`src/rtl/fan_pwm_pkg.sv`:
```
package fan_pwm_pkg;

    typedef enum logic [1:0] {
        DRV_OFF  = 2'd0,
        DRV_PWM  = 2'd1,
        DRV_FULL = 2'd2
    } drive_mode_e;

    // number of high steps in one period for a given code
    function automatic int unsigned on_steps(input int unsigned code,
                                             input int unsigned full,
                                             input int unsigned period);
        if (code >= full)
            return period;
        return (code * period) / full;
    endfunction

    function automatic int unsigned larger(input int unsigned a,
                                           input int unsigned b);
        return (a > b) ? a : b;
    endfunction

endpackage

```
`src/rtl/fan_pwm_ramp.sv`:
```
module fan_pwm_ramp #(
    parameter int PERIOD = 256
) (
    input  logic                       clk,
    input  logic                       rst,
    output logic [$clog2(PERIOD)-1:0]  step_o,
    output logic                       tick_o
);
    localparam int CNT_W = $clog2(PERIOD);
    localparam logic [CNT_W-1:0] LAST = CNT_W'(PERIOD - 1);

    logic [CNT_W-1:0] cnt_q;

    always_ff @(posedge clk) begin
        if (rst)
            cnt_q <= '0;
        else if (cnt_q == LAST)
            cnt_q <= '0;
        else
            cnt_q <= cnt_q + 1'b1;
    end

    assign step_o = cnt_q;
    assign tick_o = (cnt_q == LAST) && !rst;

    // a strobe is followed by the first step of a new period
    p_wrap_to_zero_r1: assert property (@(posedge clk) disable iff (rst)
        tick_o |=> (step_o == '0));

    // never two strobes back to back
    p_single_strobe_r1: assert property (@(posedge clk) disable iff (rst)
        tick_o |=> !tick_o);

endmodule

```
`src/rtl/fan_pwm_select.sv`:
```
module fan_pwm_select
    import fan_pwm_pkg::*;
#(
    parameter int CODE_W    = 8,
    parameter int PERIOD    = 256,
    parameter int FULL_CODE = 200
) (
    input  logic                          clk,
    input  logic                          rst,
    input  logic                          tick_i,
    input  logic [CODE_W-1:0]             temp_code_i,
    input  logic [CODE_W-1:0]             floor_code_i,
    input  logic                          force_on_i,
    output logic [$clog2(PERIOD+1)-1:0]   duty_o,
    output drive_mode_e                   mode_o
);
    localparam int DUTY_W = $clog2(PERIOD + 1);

    logic [DUTY_W-1:0] duty_next;
    drive_mode_e       mode_next;
    logic [DUTY_W-1:0] duty_q;
    drive_mode_e       mode_q;

    always_comb begin
        duty_next = DUTY_W'(on_steps(larger(32'(temp_code_i), 32'(floor_code_i)),
                                     FULL_CODE, PERIOD));
        if (force_on_i)
            mode_next = DRV_FULL;
        else if (duty_next == '0)
            mode_next = DRV_OFF;
        else
            mode_next = DRV_PWM;
    end

    always_ff @(posedge clk) begin
        if (rst) begin
            duty_q <= '0;
            mode_q <= DRV_OFF;
        end else if (tick_i) begin
            duty_q <= duty_next;
            mode_q <= mode_next;
        end
    end

    assign duty_o = duty_q;
    assign mode_o = mode_q;

    // the period settings hold between boundaries
    p_hold_mid_period_r6: assert property (@(posedge clk) disable iff (rst)
        !tick_i |=> ($stable(duty_q) && $stable(mode_q)));

    // force sampled at the boundary selects full drive
    p_force_latched_r10: assert property (@(posedge clk) disable iff (rst)
        (tick_i && force_on_i) |=> (mode_q == DRV_FULL));

endmodule

```
`src/rtl/fan_pwm_otf.sv`:
```
module fan_pwm_otf #(
    parameter int CODE_W    = 8,
    parameter int FULL_CODE = 200
) (
    input  logic              clk,
    input  logic              rst,
    input  logic [CODE_W-1:0] temp_code_i,
    input  logic              shutdown_i,
    output logic              flag_o
);
    logic flag_q;

    always_ff @(posedge clk) begin
        if (rst)
            flag_q <= 1'b0;
        else
            flag_q <= !shutdown_i && (32'(temp_code_i) > FULL_CODE);
    end

    assign flag_o = flag_q;

    // over-range sets the flag on the next clock
    p_otf_set_r7: assert property (@(posedge clk) disable iff (rst)
        (!shutdown_i && (32'(temp_code_i) > FULL_CODE)) |=> flag_o);

    // back in range clears it on the next clock
    p_otf_clear_r7: assert property (@(posedge clk) disable iff (rst)
        (32'(temp_code_i) <= FULL_CODE) |=> !flag_o);

endmodule

```
`src/rtl/fan_pwm_floor.sv`:
```
module fan_pwm_floor
    import fan_pwm_pkg::*;
#(
    parameter int CODE_W    = 8,
    parameter int PERIOD    = 256,
    parameter int FULL_CODE = 200
) (
    input  logic              clk,
    input  logic              rst,
    input  logic [CODE_W-1:0] temp_code_i,
    input  logic [CODE_W-1:0] floor_code_i,
    input  logic              force_on_i,
    input  logic              shutdown_i,
    output logic              pwm_o,
    output logic              period_tick_o,
    output logic              over_temp_o
);
    localparam int CNT_W  = $clog2(PERIOD);
    localparam int DUTY_W = $clog2(PERIOD + 1);

    logic [CNT_W-1:0]  step;
    logic              tick;
    logic [DUTY_W-1:0] duty;
    drive_mode_e       mode;

    fan_pwm_ramp #(.PERIOD(PERIOD)) u_ramp (
        .clk    (clk),
        .rst    (rst),
        .step_o (step),
        .tick_o (tick)
    );

    fan_pwm_select #(
        .CODE_W    (CODE_W),
        .PERIOD    (PERIOD),
        .FULL_CODE (FULL_CODE)
    ) u_select (
        .clk          (clk),
        .rst          (rst),
        .tick_i       (tick),
        .temp_code_i  (temp_code_i),
        .floor_code_i (floor_code_i),
        .force_on_i   (force_on_i),
        .duty_o       (duty),
        .mode_o       (mode)
    );

    fan_pwm_otf #(
        .CODE_W    (CODE_W),
        .FULL_CODE (FULL_CODE)
    ) u_otf (
        .clk         (clk),
        .rst         (rst),
        .temp_code_i (temp_code_i),
        .shutdown_i  (shutdown_i),
        .flag_o      (over_temp_o)
    );

    logic drive;
    always_comb begin
        unique case (mode)
            DRV_FULL: drive = 1'b1;
            DRV_PWM:  drive = (DUTY_W'(step) < duty);
            default:  drive = 1'b0;
        endcase
    end

    assign pwm_o         = drive && !shutdown_i && !rst;
    assign period_tick_o = tick;

    // both codes at zero on the boundary give a dark period start
    p_zero_code_r5: assert property (@(posedge clk) disable iff (rst)
        (tick && temp_code_i == '0 && floor_code_i == '0 && !force_on_i) |=> !pwm_o);

    // a saturated code drives the first step high unless shut down
    p_full_code_r5: assert property (@(posedge clk) disable iff (rst)
        (tick && (32'(temp_code_i) >= FULL_CODE || 32'(floor_code_i) >= FULL_CODE))
        |=> (pwm_o || shutdown_i));

    // forced period starts high unless shut down
    p_force_high_r10: assert property (@(posedge clk) disable iff (rst)
        (tick && force_on_i) |=> (pwm_o || shutdown_i));

    // shutdown wins over every other input
    p_shutdown_off_r9: assert property (@(posedge clk) disable iff (rst)
        shutdown_i |-> !pwm_o);

endmodule

```
`config.mk`:
```
export PLATFORM = sky130hd
export DESIGN_NAME = fan_pwm_floor
export DESIGN_NICKNAME = d
export VERILOG_FILES = /design/src/rtl/fan_pwm_pkg.sv /design/src/rtl/fan_pwm_ramp.sv /design/src/rtl/fan_pwm_select.sv /design/src/rtl/fan_pwm_otf.sv /design/src/rtl/fan_pwm_floor.sv
export SDC_FILE = /design/constraint.sdc
export NUM_CORES = 1
export LEC_CHECK = 0
export BUFFER_PORTS_ARGS = -buffer_cell sky130_fd_sc_hd__buf_2
export CAP_MARGIN = 25
export CORE_MARGIN = 1.5
export CORE_UTILIZATION = 58
export CTS_CLUSTER_DIAMETER = 40
export DETAILED_ROUTE_END_ITERATION = 10
export GPL_TIMING_DRIVEN = 0
export MAX_ROUTING_LAYER = met4
export PLACE_DENSITY_LB_ADDON = 0.05
export SLEW_MARGIN = 5
export SYNTH_ARGS = -nofsm -noshare
export SYNTH_HDL_FRONTEND = slang
export SYNTH_SLANG_ARGS = --single-unit
```
`constraint.sdc`:
```
create_clock -name clk -period 10.55 [get_ports clk]
set_clock_uncertainty 0.2 [all_clocks]
set_input_delay 0.5275 -clock clk [delete_from_list [all_inputs] [get_ports clk]]
set_output_delay 0.5275 -clock clk [all_outputs]
set_load 0.005 [all_outputs]
```
== Yosys cells after proc, flatten, opt, wreduce, memory -nomap -nowiden ==
Cells that the tools add are included.
Word-level totals
  register bits after elaboration: 20
  logic and storage cells: 28
Operators by class
  add/subtract/negate cells: 1
  divide/modulo/power cells: 1
  $lt $le $gt $ge: 4
  equality and inequality tests: 3
  multiplexer cells: 7
  reduce and logical (&&, ||, !) cells: 8
Operators by type and width (count)
  divider 32 x 8 -> 32 bit (second input constant): 1
  greater-or-equal comparator 32 x 8 -> 1 bit (second input constant): 1
  2-to-1 mux 9 bit: 2
  logical NOT 9 bit: 1
  less-than comparator 8 x 9 -> 1 bit: 1
  adder 8 x 1 -> 8 bit (second input constant): 1
  == test 8 bit (second input constant): 1
  > comparator 8 bit: 1
  > comparator 8 bit (second input constant): 1
  2-to-1 mux 8 bit: 1
  logical AND 1 bit: 4
  == test 2 x 1 -> 1 bit (second input constant): 1
  == test 2 bit (second input constant): 1
  logical NOT 1 bit: 2
  2-to-1 mux 1 bit: 2
  2-to-1 mux 2 bit: 1
  case mux 1 bit (2 select lines): 1
  OR reduction 2 bit: 1

== Depth between registers and ports, before layout ==
Gate-level depths: netlist (run 1).
  depth in word-level cells: 8
  depth in mapped cells: 64
  mapped depth without buffers: 55

== Hierarchy ==
A second synthesis (run 1) with hierarchy kept.
Unflattened totals
  cells, all modules: 733
  area total of the unflattened synthesis: 5176.2 sq um
By module, submodules not included
  fan_pwm_select: times used 1, cells each 657, area each 4554.4 sq um, sequential area each 220.2 sq um
  fan_pwm_ramp: times used 1, cells each 38, area each 336.6 sq um, sequential area each 160.2 sq um
  fan_pwm_floor: times used 1, cells each 33, area each 237.7 sq um, sequential area each 0.0 sq um
  fan_pwm_otf: times used 1, cells each 5, area each 47.5 sq um, sequential area each 20.0 sq um

== Worst setup path before layout (run 1) ==
Ideal clock, no wire load.
  kind: in2reg
  from: input floor_code_i[5]
  to: register u_select.duty_q[0] (netlist: u_select.duty_o[0])
  setup time: 128 ps
  arrival: 11228 ps
  required time: 10222 ps
  slack: -1007 ps
  cell stages on the path: 58
  path buffers: 9
  cell sequence: clkbuf_1 > inv_1 > ha_1 > nand4_1 > nor2_1 > a21boi_4 > nor2_8 > buf_2 > nor2_1 > a21oi_1 > ha_1 > a21oi_1 > nor2_1 > ha_1 > nor4_1 > a21oi_1 > a211o_1 > buf_6 > [22 not listed] > nand2_4 > inv_2 > buf_6 > ha_1 > nand3b_1 > o2111ai_1 > o31a_1 > or3_4 > inv_2 > buf_6 > ha_1 > or3b_2 > a2bb2oi_1 > nand3b_1 > nor4b_4 > a211o_1 > a2111oi_2 > o21ai_1
Between the ends
  word-level cells in the longest chain between the ends: 5
Ends and longest elaborated chain
  start: declaration: line fan_pwm_floor.sv:11  | input logic [CODE_W-1:0] floor_code_i,
  > comparator 8 bit: line fan_pwm_pkg.sv:20  | return (a > b) ? a : b;
  2-to-1 mux 8 bit *: line fan_pwm_pkg.sv:20
  parallel branches: the longest is 2 deep, another holds divider 32 x 8 -> 32 bit
  2-to-1 mux 9 bit *: line fan_pwm_pkg.sv:15  | return (code * period) / full;
  end signal: assignment: line fan_pwm_select.sv:40  | duty_q <= duty_next;
  end: declaration: line fan_pwm_select.sv:21  | logic [DUTY_W-1:0] duty_q;
Every way passes the cells marked *.
A chain may end at the register's enable or synchronous reset.

== Final worst setup path (run 1) ==
Same ends and word-level chain as after synthesis.

==> results.md, run 1 <==
* Max incr delay on CP at 400 ps
* Die Width at 96.8 um
* Final WL at between 15,000 and 20,000 um
* CORE AREA at about 0.0086 mm^2
* Relative slew slack at 0.210
* Placer Congestion at 1.04
* Critical-path top delay cell: or3_4
* Clk root buf: clkbuf_8
* WS Path Type: input pin to flop
* Worst setup margin at -166 ps
* Post-synth ARST share at 0
* First DRT Iteration DRCs at roughly 630
* GRT busiest layer: met2
* DRC errors left at 0
* CTS tree: yes
* Clk sink count at 20
* Clock Latency Late Sink at 250 ps
* Mapped Avg Cell Area at 7.39 um^2
* Critical Path End Type: flop
* Grt met3 use at 0.0347
* Status: complete, but fails checks
* Min-delay worst type: input pin to flop
* Worst Max-Slew Pin Slew at 1170 ps
* Synth-to-layout area growth at 38.7%
* Met1 Use GR at 0.465
* H-tree depth at 1
* Most used flip-flop cell after synthesis: dfxtp_1
* Fmax at 93.3 MHz
* Hold Worst Slack at 255 ps
* Synth cell types at between 100 and 150
* Initial Util at 0.591
* # nets final at a little under 900
* Syn. warnings at 0
* Final setup TNS at -326 ps
* IO Pins at 23
* Vias at 6,547
* Required @ worst endpoint at roughly 10,000 ps
* Die height at 96.8 um
* Max-cap violation count at 0
* Number of port buffers at 19
* Row cnt at 34
* Antenna Cells at 0
* Gr usage total at 0.365
* Initial antenna violation count at 0
* Largest net degree at the start of global routing at 13
* Synth Register Bits at 20
* Wire per inst at 21.0 um
* HP Start: shutdown_i
* Vias in the first global route at 5,797
* Post-Layout Inst Area at 0.00708 mm^2
* Share of layout cells above drive strength 1 at 0.377
* First-pass GRT wire length at 28,400 um
* Failing checks: negative setup slack
* Clk pin slew, worst setup/hold paths at roughly 80 ps
* Setup WS pre-CTS at -1910 ps
* Period utilization at 1.02
* Total CTS buffers at 3
* Post-Syn Area at 0.00510 mm^2
* Post-synth EDFFs at 0
* RSZ-0062 raised after global routing: yes
* Final setup fails at 2
* Cts hold-fix bufs at 0
* Top cell by count, worst path: ha_4
* CTS Buffer Depth at 2
* Tmin final at 10,720 ps
* Worst Setup Start Kind: input pin
* Crit path launch: floor_code_i[5]
* Seq/Total Area, Yosys at 0.0784
* Post-Syn Instances at 691
* First-pass detailed-route iteration total at 6
* Number of vias per cell at ~7.0
* Antenna-violating nets left at 0
* Worst-path fanout max at 9
* Die ar. at approximately 0.0094 mm^2
* Final Hold Fails at 0
* Overflow after GRT at 0
* Post-DP HPWL at 12,600 um
* Met2 Use GR at 0.603
* Placed inst area at 0.00553 mm^2
* Slew Viols, Final at 0
* Worst EP arrival at 10,650 ps
* FF-to-FF Start: u_ramp.step_o[0]
* Mapped Nets at 739
==> worst paths after layout <==
path | end | slack, ps | cells after the start
max reg2reg | u_select.duty_o[6] | 8440 | 7
min | u_otf.flag_o | 250 | 2
min reg2reg | u_select.duty_o[0] | 280 | 2
max | u_select.duty_o[0] | -170 | 62
==> sequential cells by signal, indices dropped and copies added, names as in the netlist <==
name / count
u_otf.flag_o: 1
u_select.duty_o: 9
u_select.mode_o: 2
u_ramp.step_o: 8
==> cells in the final DEF, fill, tap and decap left out, types with 12 or more instances in the layout <==
| cell type | Yosys | layout |
|---|---|---|
| ha_1 | 28 | 14 |
| a21oi_1 | 44 | 36 |
| xor2_1 | 13 | 12 |
| buf_2 | 8 | 17 |
| xnor2_1 | 29 | 26 |
| a211oi_1 | 17 | 14 |
| o21ai_1 | 16 | 14 |
| nand2_1 | 50 | 48 |
| ha_4 | 0 | 14 |
| o211ai_1 | 12 | 12 |
| o21ai_0 | 27 | 26 |
| nor3_1 | 19 | 16 |
| nand4_1 | 13 | 13 |
| nor2_1 | 60 | 55 |
| dfxtp_1 | 20 | 20 |
| buf_4 | 3 | 113 |
| inv_1 | 30 | 24 |
| nand3_1 | 20 | 18 |
==> critical path: cells and delay by family <==
family                     cells  cell delay (ps)
AOI/OAI and AO/OA             21             4040
and+or+nand+nor               16             2450
buffers and inverters         15             1660
adders and majority gates      8             1570
muxes                          1              200
xor gates and xnor gates       1              160
==> layout make-up <==
| type | count | area (um^2) |
|---|---|---|
| buffer | 23 | 220 |
| clock buffer | 3 | 41.3 |
| clock inverter | 1 | 30.0 |
| fill | 549 | 1560 |
| inverter | 35 | 168 |
| multi-input combinational | 611 | 5080 |
| sequential | 20 | 400 |
| tap | 108 | 135 |
| timing repair buffer | 132 | 1010 |
==> kinds of logic (layout without fill, tap and decap cells) <==
group | Yosys count | count (layout) | share of synthesized area
AND/OR/NAND/NOR | 251 | 251 | 0.277
flip-flops | 20 | 20 | 0.0784
AO/OA/AOI/OAI | 266 | 266 | 0.397
buffers and inverters | 60 | 194 | 0.0556
XOR/XNOR | 43 | 43 | 0.0752
multiplexers | 22 | 22 | 0.0468
adder cells (fa/ha/maj) | 29 | 29 | 0.0706
==> routing by layer <==
| layer | vias to the layer above | routed length, um |
|---|---|---|
| li1 | 2933 | - |
| met1 | 3070 | 7780 |
| met2 | 450 | 9370 |
| met3 | 94 | 1690 |
| met4 | 0 | 763 |
| met5 | - | 0 |
==> per-stage QoR <==
stage / utilization / instances
after detailed placement: 0.640 / 818
final: 0.820 / 933
after floorplan: - / 691
after CTS: 0.719 / 871
after global routing: 0.820 / 933
after global placement: 0.640 / 818
==> Yosys cell counts, types with 6 or more instances <==
master	number	area share
nor2_1	60	0.044
nand2_1	50	0.037
inv_1	30	0.022
dfxtp_1	20	0.078
nor2b_1	8	0.0098
nand2b_1	8	0.0098
nand3b_1	7	0.010
and3_1	6	0.0074
xor2_1	13	0.022
a21o_1	9	0.013
a31oi_1	11	0.013
o31ai_1	10	0.015
o211ai_1	12	0.018
and2_1	9	0.011
o22ai_1	11	0.013
nand4_1	13	0.016
nor3_1	19	0.019
a211o_1	6	0.010
buf_2	8	0.0078
ha_1	28	0.069
o21ai_1	16	0.016
a21oi_1	44	0.043
nor4_1	7	0.0086
xnor2_1	29	0.050
clkbuf_1	9	0.0066
o21ai_0	27	0.026
o21a_1	7	0.010
nand3_1	20	0.020
mux2i_1	12	0.024
a211oi_1	17	0.025
mux2_2	7	0.015
==> timing repair <==
action	in CTS	in global routing
setup endpoints to repair	3	3
buffers inserted	51	62
resized for setup	50	87
pin swaps	28	60
Power of run 1 is not shown: default switching activity piles up to over one toggle a cycle in this logic, so the estimate is an artifact.
==> run 2, diff against run 1 <==
- CORE_UTILIZATION: 58 -> 59
- CTS_BUF_LIST: not set -> sky130_fd_sc_hd__clkbuf_2 sky130_fd_sc_hd__clkbuf_4 sky130_fd_sc_hd__clkbuf_8
- SYNTH_HIERARCHICAL: not set -> 1
==> results.md, run 2 <==
* Max incr delay on CP at 580 ps (+180 ps)
* CTS Buffer Depth at 2 (unchanged)
* Most used flip-flop cell after synthesis: dfxtp_1
* Synth top cells by count: 69 x nor2_1, 68 x a21oi_1, 49 x nand2_1
* Post-Syn Instances at 733 (+6.1%)
* Mapped Avg Cell Area at 7.06 um^2 (-4.4%)
* Status: finished clean
* Die ar. at 0.00934 mm^2 (-0.31%)
* Post-Layout Inst Area at 0.00706 mm^2 (-0.27%)
* Share of the synthesized area in the top cell type at 0.0774 (-0.00108)
* Seq/Total Area, Yosys at 0.0774 (-0.00108)
* Worst-path fanout max at 10 (+1)
* Mapped Nets at 781 (+5.7%)
* Top post-synthesis cells by area: dfxtp_1 7.7%, ha_1 6.8%, a21oi_1 6.6%
* Clk sink count at 20 (unchanged)
* Required @ worst endpoint at 10,480 ps (about the same)
* Clk root buf: clkbuf_8
* CORE AREA at 0.00834 mm^2 (-3.4%)
* Largest net degree at the start of global routing at 13 (unchanged)
* Post-synth ARST share at 0 (unchanged)
* DRC errors left at 0 (unchanged)
* Post-synth top area cell: dfxtp_1
* Tmin final at 10,540 ps (-174 ps)
* Hold Worst Slack at 280 ps (+25.4 ps)
* H-tree depth at 1 (unchanged)
* Die height at 96.7 um (-0.15%)
* Share of layout cells above drive strength 1 at 0.341 (-0.0364)
* CTS tree: yes
* Max FFs per register at 9 (unchanged)
* Placer Congestion at 0.981 (-5.3%)
* Wire per inst at 21.5 um (+2.2%)
* Die Width at 96.7 um (-0.15%)
* First-pass GRT wire length at 29,400 um (+3.8%)
* Clk pin slew, worst setup/hold paths at 70 ps (about the same)
* Synth cell types at 104 (-5.5%)
* First DRT Iteration DRCs at 796 (+26%)
* Synth Register Bits at 20 (unchanged)
* Vias in the first global route at 6,049 (+4.3%)
* Initial Util at 0.621 (+0.0295)
* Critical Path End Type: flop
* Synth-to-layout area growth at 36.4%
* IO Pins at 23 (unchanged)
* Worst EP arrival at 10,470 ps (-180 ps)
* Number of vias per cell at 7.42 (+5.7%)
* Final WL at 20,000 um (+2.2%)
* Syn. warnings at 6 (+6)
* Post-Syn Area at 0.00518 mm^2 (+1.4%)
* Row cnt at 33 (-2.9%)
* Clock Latency Late Sink at 260 ps (about the same)
* Antenna Cells at 0 (unchanged)
* First-pass detailed-route iteration total at 6 (unchanged)
* Relative slew slack at 0.296 (+0.0852)
* Worst Setup Start Kind: input pin
* Number of port buffers at 22 (+3)
* Count leader, synth: nor2_1
* Antenna-violating nets left at 0 (unchanged)
* Commonest non-fill, non-tap cell in the layout: buf_4
* Placed inst area at 0.00576 mm^2 (+4.1%)
* Final Hold Fails at 0 (unchanged)
* Top cell by count, worst path: ha_4
* Slew Viols, Final at 0 (unchanged)
* Overflow after GRT at 0 (unchanged)
* # nets final at 877 (+0.34%)
* Post-synth EDFFs at 0 (unchanged)
* Total CTS buffers at 3 (unchanged)
* Final setup fails at 0 (-2)
* Min-delay worst type: flop to flop
* Vias at 6,923 (+5.7%)
* WS Path Type: input pin to flop
* Worst Max-Slew Pin Slew at 1030 ps (-145 ps)
* Max-cap violation count at 0 (unchanged)
* FILL cells at 502 (-8.6%)
* Placed cells at 860 (+5.1%)
* Final Non-Filler Cells at 933 (unchanged)
* Most frequent cells in the layout: 75 x buf_4, 64 x nor2_1, 58 x a21oi_1, 43 x nand2_1, 38 x o21ai_0
* Post-DP HPWL at 12,500 um (-0.58%)
* Initial antenna violation count at 0 (unchanged)
* Fmax at 94.9 MHz (+1.6%)
* Period utilization at 0.999 (-0.0165)
* Critical-path top delay cell: or4b_4
* Gr usage total at 0.378 (+0.0121)
==> run 2: area by class of cell <==
class / instances / area [um^2] / area share
Clock inverter: 1 / 30.0 / 0.00425
Multi-Input combinational cell: 649 / 5420 / 0.768
Clock buffer: 3 / 41.3 / 0.00585
Buffer: 22 / 181 / 0.0257
Tap cell: 105 / 131 / 0.0186
Sequential cell: 20 / 400 / 0.0567
Timing Repair Buffer: 95 / 691 / 0.0978
Inverter: 38 / 160 / 0.0227
==> run 2: what timing repair did <==
action | 4_1_cts | 5_1_grt
gates cloned | 0 | 0
setup buffers | 42 | 31
hold buffers | 0 | 0
pin swaps | 32 | 41
resized for setup | 69 | 64
endpoints found under the setup margin | 4 | 3
==> run 2: cells by family (layout without fill, tap and decap cells) <==
logic type	after synthesis	after routing	synth area share
AOI/OAI and AO/OA	282	282	0.396
xor gates and xnor gates	27	27	0.0483
adders and majority gates	28	28	0.0677
buffers and inverters	64	159	0.0544
DFF	20	20	0.0773
muxes	28	28	0.0590
and+or+nand+nor	284	284	0.297
==> run 2: metal layers <==
layer | share of wire | vias up | routed length, um | GRT usage
met4 | 0.056 | 0 | 1120 | 0.106
met1 | 0.39 | 3249 | 7820 | 0.490
met2 | 0.46 | 508 | 9260 | 0.629
met5 | 0 | - | 0 | -
li1 | - | 3027 | - | -
met3 | 0.092 | 139 | 1830 | 0.0332
==> run 2: critical path, delay by kind of cell <==
| family | cells | cell delay [ps] |
|---|---|---|
| buf+inv | 11 | 1420 |
| compound gates | 13 | 2750 |
| fa+ha+maj | 6 | 1220 |
| mux | 4 | 1100 |
| simple gates | 18 | 3390 |
==> run 2: path summary, 6_finish.rpt <==
kind / start / slack, ps / endpoint / cells after the start
setup / recovery: temp_code_i[4] / 7 / u_select/duty_o[0] / 52
hold / removal: u_select/duty_o[1] / 280 / u_select/duty_o[1] / 2
setup reg to reg: u_ramp/step_o[0] / 7840 / u_select/duty_o[7] / 7
hold reg to reg: u_select/duty_o[1] / 280 / u_select/duty_o[1] / 2
==> run 2: per-stage QoR <==
stage / TNS, ps / utilization / setup slack [ps]
final: 0 / 0.846 / 7.45
after detailed placement: -4980 / 0.691 / -1770
after global routing: -368 / 0.846 / -251
after global placement: -4000 / 0.691 / -1460
after CTS: 0 / 0.782 / 15.6
after floorplan: 0 / - / 9.00
Power of run 2 is left out for the same reason.
==> run 3, diff against run 2 <==
- PLACE_DENSITY: not set -> 0.8
- PLACE_DENSITY_LB_ADDON: 0.05 -> not set
- SYNTH_HIERARCHICAL: 1 -> not set
==> results.md, run 3 (same netlist as run 1, synthesis figures left out) <==
* Setup WS pre-CTS at -1680 ps (+93.5 ps)
* Clock Latency Late Sink at 270 ps (about the same)
* WHS Path Cells at 2 (unchanged)
* Post-Layout Inst Area at 0.00691 mm^2 (-2.2%)
* Largest net degree at the start of global routing at 13 (unchanged)
* Worst Setup Start Kind: input pin
* Max-cap violation count at 0 (unchanged)
* Placed cells at 815 (-5.2%)
* FILL cells at 511 (+1.8%)
* Crit path launch: floor_code_i[3]
* Share of layout cells above drive strength 1 at 0.369 (+0.0280)
* Die height at 96.0 um (-0.67%)
* Max FFs per register at 9 (unchanged)
* Synth-to-layout area growth at 35.3%
* Tmin final at 10,500 ps (-43.3 ps)
* Row cnt at 33 (unchanged)
* Initial antenna violation count at 0 (unchanged)
* Slew Viols, Final at 0 (unchanged)
* CORE AREA at 0.00830 mm^2 (-0.50%)
* Final Non-Filler Cells at 919 (-1.5%)
* H-tree depth at 1 (unchanged)
* Clk pin slew, worst setup/hold paths at 70 ps (about the same)
* Final WL at 19,800 um (-1.2%)
* Number of vias per cell at 7.20 (-3.0%)
* Max incr delay on CP at 590 ps (about the same)
* RSZ-0062 raised after global routing: yes
* Vias in the first global route at 5,871 (-2.9%)
* Post-DP HPWL at 12,500 um (-0.19%)
* Critical-path top delay cell: or4_4
* FF-to-FF Start: u_ramp.step_o[0]
* R2R Setup Slk at 8430 ps (+590 ps)
* Worst Max-Slew Pin Slew at 925 ps (-103 ps)
* Worst Path Buf+Inv at 10 (-1)
* # nets final at 863 (-1.6%)
* Clk root buf: clkbuf_8
* Status: finished clean
* Antenna Cells at 0 (unchanged)
* IO Pins at 23 (unchanged)
* Antenna-violating nets left at 0 (unchanged)
* R2R depth at 7 (unchanged)
* WS Path Type: input pin to flop
* Worst-path fanout max at 5 (-5)
* First-pass detailed-route iteration total at 5 (-1)
* WHS Endpoint: u_otf.flag_o
* Gr usage total at 0.400 (+0.0227)
* Overflow after GRT at 0 (unchanged)
* Worst setup margin at 50.7 ps (+43.3 ps)
* Initial Util at 0.615 (-0.00551)
* Placer Congestion at 1.00 (+2.3%)
* Number of port buffers at 19 (-14%)
* CP top delay family: simple AND/OR/NAND/NOR gates
* Final Hold Fails at 0 (unchanged)
* First DRT Iteration DRCs at 641 (-19%)
* Top cell by count, worst path: ha_4
* Relative slew slack at 0.378 (+0.0827)
* Final setup fails at 0 (unchanged)
* Period utilization at 0.995 (-0.00410)
* Commonest non-fill, non-tap cell in the layout: buf_4
* Min-delay worst type: input pin to flop
* Die Width at 96.0 um (-0.67%)
* CTS tree: yes
* Most frequent cells in the layout: 106 x buf_4, 56 x nor2_1, 46 x nand2_1, 38 x a21oi_1
* Die ar. at 0.00922 mm^2 (-1.3%)
* HP Start: shutdown_i
* Critical Path End Type: flop
* DRC errors left at 0 (unchanged)
* Vias at 6,613 (-4.5%)
* Wire per inst at 21.5 um (+0.29%)
* FF-to-FF End: u_select.duty_o[5]
* Placed inst area at 0.00553 mm^2 (-4.0%)
* Required @ worst endpoint at 10,500 ps (+20 ps)
* First-pass GRT wire length at 28,500 um (-3.2%)
* Worst EP arrival at 10,450 ps (-20 ps)
* Fmax at 95.2 MHz (+0.41%)
* CTS Buffer Depth at 2 (unchanged)
* Total CTS buffers at 3 (unchanged)
* Clk sink count at 20 (unchanged)
==> run 3: changes by cell type in the layout (fill, tap and decap cells not counted), moves of 6 or more <==
cell | previous run | this run
o21ai_0 | 38 | 26
inv_1 | 31 | 23
o22ai_1 | 3 | 11
a21oi_1 | 58 | 38
o21ai_1 | 3 | 15
or3_1 | 10 | 4
a21o_1 | 14 | 8
nor2_1 | 64 | 56
nand4_1 | 7 | 13
buf_4 | 75 | 106
xnor2_1 | 13 | 26
==> run 3: routing by layer <==
layer	vias up	GRT usage	share of wire
met5	-	-	0
met4	0	0.158	0.053
met3	146	0.0466	0.092
li1	2906	-	-
met2	490	0.651	0.46
met1	3071	0.503	0.39
==> run 3: worst reg2reg max path, delay by kind of cell, from the launching register on <==
| family | cells | cell delay [ps] |
|---|---|---|
| compound gates | 1 | 160 |
| buf+inv | 1 | 400 |
| fa+ha+maj | 1 | 230 |
| simple gates | 4 | 610 |
| flops | 1 | 390 |
==> run 3: worst max path at each step <==
stage               slack (ps)                 end  depth (start not counted)
floorplan                   10  u_select.duty_o[0]                         58
global placement         -1510  u_select.mode_o[0]                         59
detailed placement       -1680  u_select.duty_o[0]                         59
CTS                         10  u_select.mode_o[0]                         57
global route              -390  u_select.mode_o[0]                         58
finish                      50  u_select.mode_o[0]                         57
==> run 3: cell type report <==
type	instances	area, um^2	share of cell area
multi-input cells	611	5030	0.728
repair buffers	124	930	0.135
flip-flops and latches	20	400	0.0580
plain buffers	20	180	0.0261
inverters	35	163	0.0236
well taps	105	131	0.0190
clock buffers	3	41.3	0.00598
clock inverters	1	30.0	0.00435
==> run 3: metrics by stage <==
stage / hold slack (ps) / setup TNS [ps] / util
2_1_floorplan: 230 / 0 / -
3_5_place_dp: 245 / -4430 / 0.666
5_1_grt: 259 / -785 / 0.832
3_3_place_gp: 241 / -3870 / 0.666
6_report: 250 / 0 / 0.832
4_1_cts: 245 / 0 / 0.759
==> run 3: repair_timing <==
item                       in CTS  in global routing
hold buffers                    0                  0
setup endpoints to repair       3                  3
buffers inserted               55                 50
resized for setup              56                 65
pin swaps                      41                 58
Power of run 3 is left out for the same reason.
